==> src/rtl/irq_resolver_pkg.sv <==
package irq_resolver_pkg;
    localparam int NLVL     = 16;             // levels 0..15, level 0 unused
    localparam int LVLW     = $clog2(NLVL);
    localparam int TTW      = 9;
    localparam int TLW      = 3;
    localparam int TIMER_LVL = 14;
    localparam logic [TTW-1:0] EXT_BASE = 9'h040;
    localparam logic [TTW-1:0] VEC_TT   = 9'h060;

    typedef struct packed {
        logic           req;
        logic [TTW-1:0] tt;
    } irq_out_t;

    typedef enum logic [1:0] {
        ACT_CLEAR = 2'd0,
        ACT_VEC   = 2'd1,
        ACT_GRANT = 2'd2,
        ACT_HOLD  = 2'd3
    } irq_act_e;

    function automatic logic [TTW-1:0] level_tt(input logic [LVLW-1:0] lvl);
        return EXT_BASE | {{(TTW-LVLW){1'b0}}, lvl};
    endfunction

    function automatic logic in_ext_group(input logic [TTW-1:0] tt);
        return tt[TTW-1:4] == EXT_BASE[TTW-1:4];
    endfunction
endpackage

==> src/rtl/irq_pend_merge.sv <==
module irq_pend_merge
    import irq_resolver_pkg::*;
#(
    parameter int LVLS = NLVL,
    parameter int TLV  = TIMER_LVL
) (
    input  logic [LVLS-1:1] ext_lvl,
    input  logic [LVLS:0]   soft_reg,
    output logic [LVLS-1:0] pend
);
    logic timer_hit;
    assign timer_hit = soft_reg[0] | soft_reg[LVLS];

    for (genvar i = 0; i < LVLS; i++) begin : g_lvl
        if (i == 0) begin : g_zero
            assign pend[i] = 1'b0;
        end else if (i == TLV) begin : g_timer
            assign pend[i] = ext_lvl[i] | soft_reg[i] | timer_hit;
        end else begin : g_plain
            assign pend[i] = ext_lvl[i] | soft_reg[i];
        end
    end
endmodule

==> src/rtl/irq_level_pick.sv <==
module irq_level_pick
    import irq_resolver_pkg::*;
#(
    parameter int LVLS = NLVL,
    localparam int LW  = $clog2(LVLS)
) (
    input  logic [LVLS-1:0] pend,
    input  logic [LW-1:0]   cur_pil,
    output logic            found,
    output logic [LW-1:0]   win_lvl
);
    logic [LVLS-1:0] above;

    for (genvar i = 0; i < LVLS; i++) begin : g_mask
        assign above[i] = pend[i] && (i > int'(cur_pil));
    end

    always_comb begin
        found   = 1'b0;
        win_lvl = '0;
        for (int i = 0; i < LVLS; i++) begin
            if (above[i]) begin
                found   = 1'b1;
                win_lvl = LW'(i);
            end
        end
    end
endmodule

==> src/rtl/irq_resolver.sv <==
module irq_resolver
    import irq_resolver_pkg::*;
(
    input  logic            clk,
    input  logic            rst,
    input  logic [15:1]     ext_lvl,
    input  logic [16:0]     soft_reg,
    input  logic            vec_pend,
    input  logic [3:0]      cur_pil,
    input  logic            int_en,
    input  logic [2:0]      trap_lvl,
    input  logic [8:0]      stack_tt,
    output logic            irq_req,
    output logic [8:0]      irq_tt
);
    logic [NLVL-1:0] pend;
    logic            found;
    logic [LVLW-1:0] win_lvl;
    logic [TTW-1:0]  cand_tt;
    logic            suppress;
    irq_act_e        act;
    irq_out_t        out_q, out_d;

    irq_pend_merge #(.LVLS(NLVL), .TLV(TIMER_LVL)) u_merge (
        .ext_lvl (ext_lvl),
        .soft_reg(soft_reg),
        .pend    (pend)
    );

    irq_level_pick #(.LVLS(NLVL)) u_pick (
        .pend   (pend),
        .cur_pil(cur_pil),
        .found  (found),
        .win_lvl(win_lvl)
    );

    assign cand_tt  = level_tt(win_lvl);
    assign suppress = (trap_lvl != '0) && in_ext_group(stack_tt) && (stack_tt > cand_tt);

    always_comb begin
        if (vec_pend)       act = ACT_VEC;
        else if (!found)    act = ACT_CLEAR;
        else if (!int_en)   act = ACT_CLEAR;
        else if (suppress)  act = ACT_HOLD;
        else                act = ACT_GRANT;
    end

    always_comb begin
        unique case (act)
            ACT_VEC:   out_d = '{req: 1'b1, tt: VEC_TT};
            ACT_GRANT: out_d = '{req: 1'b1, tt: cand_tt};
            ACT_HOLD:  out_d = out_q;
            default:   out_d = '{req: 1'b0, tt: '0};
        endcase
    end

    always_ff @(posedge clk) begin
        if (rst) out_q <= '{req: 1'b0, tt: '0};
        else     out_q <= out_d;
    end

    assign irq_req = out_q.req;
    assign irq_tt  = out_q.tt;

    // Assertions
    p_reset_r1: assert property (@(posedge clk) rst |=> (!irq_req && irq_tt == '0));
    p_vec_r4: assert property (@(posedge clk) disable iff (rst)
        vec_pend |=> (irq_req && irq_tt == VEC_TT));
    p_none_r5: assert property (@(posedge clk) disable iff (rst)
        (!vec_pend && !found) |=> (!irq_req && irq_tt == '0));
    p_win_r6: assert property (@(posedge clk) disable iff (rst)
        found |-> (pend[win_lvl] && win_lvl > cur_pil));
    p_hold_r7: assert property (@(posedge clk) disable iff (rst)
        (act == ACT_HOLD) |=> ($stable(irq_req) && $stable(irq_tt)));
    p_off_r8: assert property (@(posedge clk) disable iff (rst)
        (!vec_pend && !int_en) |=> (!irq_req && irq_tt == '0));
    p_timer_r3: assert property (@(posedge clk) disable iff (rst)
        (soft_reg[0] || soft_reg[16]) |-> pend[TIMER_LVL]);
    p_pair_r2: assert property (@(posedge clk) disable iff (rst)
        irq_req |-> (irq_tt == VEC_TT || (in_ext_group(irq_tt) && irq_tt[3:0] != '0)));
endmodule

==> config.mk <==
export PLATFORM = sky130hd
export DESIGN_NAME = irq_resolver
export DESIGN_NICKNAME = d
export VERILOG_FILES = /design/src/rtl/irq_resolver_pkg.sv /design/src/rtl/irq_pend_merge.sv /design/src/rtl/irq_level_pick.sv /design/src/rtl/irq_resolver.sv
export SDC_FILE = /design/constraint.sdc
export NUM_CORES = 1
export LEC_CHECK = 0
export BUFFER_PORTS_ARGS = -buffer_cell sky130_fd_sc_hd__buf_2
export CORE_ASPECT_RATIO = 2
export CORE_MARGIN = 10
export CORE_UTILIZATION = 30
export CTS_BUF_LIST = sky130_fd_sc_hd__clkbuf_4
export DETAILED_ROUTE_END_ITERATION = 8
export PLACE_DENSITY = 0.58
export SLEW_MARGIN = 20
export SYNTH_ARGS = -nofsm -noshare
export SYNTH_HDL_FRONTEND = slang
export SYNTH_SLANG_ARGS = --single-unit
export TNS_END_PERCENT = 20
==> constraint.sdc <==
create_clock -name clk -period 4.51 [get_ports clk]
set_clock_uncertainty 0.15 [all_clocks]
set_input_delay 0.2255 -clock clk [delete_from_list [all_inputs] [get_ports clk]]
set_output_delay 0.2255 -clock clk [all_outputs]
set_load 0.01 [all_outputs]
==> metrics.csv <==
metric,value,unit
run_status,finished clean,
floorplan.die_area,5850,sq um
die_width,59.3,um
hp-start,rst,
post_synth.cell_area_avg,7.99,sq um
cts.path.max_buffers,2,
first_pass_iters,4,
grt_max_degree,19,
worst_hold_path_type,in2reg,
dr_total_vias,1077,
power-per-cell-area,157,nW/um^2
floorplan.rows,28,
synth_top_area_frac,0.130,
timing.critical_path.arrival,3460,ps
route.detailed.drc,0,
cap_violations,0,
layout_setup_ws,1070,ps
first_global_vias,1147,
final_cell_mix,"sky130_fd_sc_hd__buf_2 (58), sky130_fd_sc_hd__nor2_1 (18), sky130_fd_sc_hd__ha_1 (7)",
worst-setup-path-type,in2reg,
worst-r2r-setup-slack,3670,ps
r2r_cells,3,
timing_max_transition_violations_final,0,
number_of_antenna_violating_nets_in_the_routed_design,0,
clock-root-buffer,sky130_fd_sc_hd__clkbuf_4,
die_h,98.6,um
worstSkewPairLatency,250,ps
htreeDepth,1,
power.total,190,uW
grt_pass1_wl,4690,um
finalCritPeriodShare,0.763,
antenna_found_initial,0,
critical_path.max_fanout,18,
type_of_origin_of_the_critical_path,input port,
postRouteWirelength,2990,um
rsz0062_at_grt,false,
fin_util,0.406,
finalSetupViolCount,0,
vdd_drop_max,0.117,mV
r2r-end,irq_tt[1],
initial_utilization,0.311,
gr-total-overflow,0,
largest_reg_flops,6,
setup.worst_path.end_class,flip-flop,
yosys_register_bits,6,
area.growth.synth_to_final,30.5,%
portBuffers,58,
grt_util_all_layers,0.0962,
clock_sink_count,6,
synthDistinctLibCells,50,
worst_setup_hold_path_clk_slew,50,ps
cts-hold-fix-buffers,0,
final_cell_area,1210,sq um
yosys-top-cells-area,"sky130_fd_sc_hd__dfxtp_1 (13%), sky130_fd_sc_hd__ha_1 (9.4%), sky130_fd_sc_hd__nor2_1 (7.3%), sky130_fd_sc_hd__buf_4 (4.0%), sky130_fd_sc_hd__buf_6 (3.6%)",
layout_commonest_cell,sky130_fd_sc_hd__buf_2,
setup_fix_buffers_added_after_clock_tree_synthesis,0,
yosysSeqAreaShare,0.130,
place_area,1190,sq um
place_hpwl,2660,um
worst_ep_required_time,4530,ps
core_area,2980,sq um
routedWlPerCell,15.0,um
min_path_cells,2,
io_pins,62,
timing.setup.tns,0,ps
synth_cell_area,927,sq um
cts.repair.resized,0,
synth_top_area_cell,sky130_fd_sc_hd__dfxtp_1,
final-hold-violation-count,0,
final_critical_delay_including_setup_and_external_delays,3440,ps
worst_hold_endpoint,irq_tt[5],
r2r-start,irq_tt[1],
drt-initial-drc-count,14,
drive_above_1_share,0.459,
post_synth_inst_count,116,
synth.yosys.warnings,0,
gpl.final_weighted_congestion,0.793,
total_leakage_power,0.577,nW
final_net_count,231,
total_cts_buffers,3,
detailedPlace.worstSlack,805,ps
clock.fmax,291,MHz
viasPerCell,5.39,
tritoncts_clock_tree,yes,
antennaDiodeCount,0,
==> cells by family after synthesis <==
logic type / after synthesis / share of synthesized area
compound gates: 38 / 0.345
fa+ha+maj: 7 / 0.0945
buf+inv: 10 / 0.0850
flops: 6 / 0.130
mux: 1 / 0.0108
other cells: 1 / 0.00404
simple gates: 53 / 0.331
==> through the flow <==
step	hold WS (ps)	cells
CTS	82.3	200
floorplan	148	118
finish	95.6	200
detailed placement	330	197
global route	82.0	200
global placement	328	197
==> area by class of cell <==
type,count,area (sq um)
Clock buffer,3,22.5
Tap cell,30,37.5
Fill cell,336,1770
Inverter,1,3.75
Multi-Input combinational cell,102,736
Sequential cell,6,120
Timing Repair Buffer,58,290
==> synth_stat cells, drive strengths merged <==
cell     instances
a32oi            1
o21ai            3
a31oi            1
nor4             5
nand2b           2
o22ai            6
and3             3
conb             1
o2bb2ai          1
o32ai            1
a21oi            3
o211ai           4
buf              8
o21bai           2
inv              1
a31o             1
nand3b           1
mux2i            1
o221ai           1
o311ai           1
and4             1
and3b            1
or3              1
nand3            1
o21a             3
and2             1
nor2b            2
or2              4
a2bb2oi          3
nor2            18
nand2            6
or4              1
clkbuf           1
ha               7
nand4            2
o31a             2
a211oi           2
nor3             4
a21o             2
o211a            1
dfxtp            6
==> worst max path at each step <==
stage,startpoint,end,cells after the start
floorplan,cur_pil[3],irq_tt[0],17
global placement,cur_pil[3],irq_tt[0],15
detailed placement,cur_pil[3],irq_tt[0],15
CTS,cur_pil[3],irq_tt[0],15
global route,cur_pil[3],irq_tt[0],15
finish,cur_pil[3],irq_tt[0],15
==> critical path, stage by stage <==
cell and delay (ps):
sky130_fd_sc_hd__buf_2 200, sky130_fd_sc_hd__nor2_1 240, sky130_fd_sc_hd__a32oi_1 170, sky130_fd_sc_hd__or3_1 410, sky130_fd_sc_hd__a211oi_2 220, sky130_fd_sc_hd__nor2_1 90, sky130_fd_sc_hd__ha_1 300, sky130_fd_sc_hd__nor2b_1 130
sky130_fd_sc_hd__o211ai_1 150, sky130_fd_sc_hd__a21oi_1 110, sky130_fd_sc_hd__a31o_1 240, sky130_fd_sc_hd__ha_1 300, sky130_fd_sc_hd__nand2b_1 210, sky130_fd_sc_hd__or2_2 290, sky130_fd_sc_hd__o221ai_1 180
==> power breakdown <==
| group | internal [mW] | switching, mW |
|---|---|---|
| Clock | 0.0301 | 0.0199 |
| Combinational | 0.0402 | 0.0427 |
| Sequential | 0.0556 | 0.00125 |
| Total | 0.126 | 0.0639 |
==> per-layer routing <==
metal,vias up,GRT usage,share of wire
li1,549,-,-
met1,490,0.0878,0.35
met2,38,0.183,0.57
met3,0,0.0386,0.081
met4,0,0.0213,0
met5,-,0,0
Note: power is estimated with default switching activity, not from simulation.
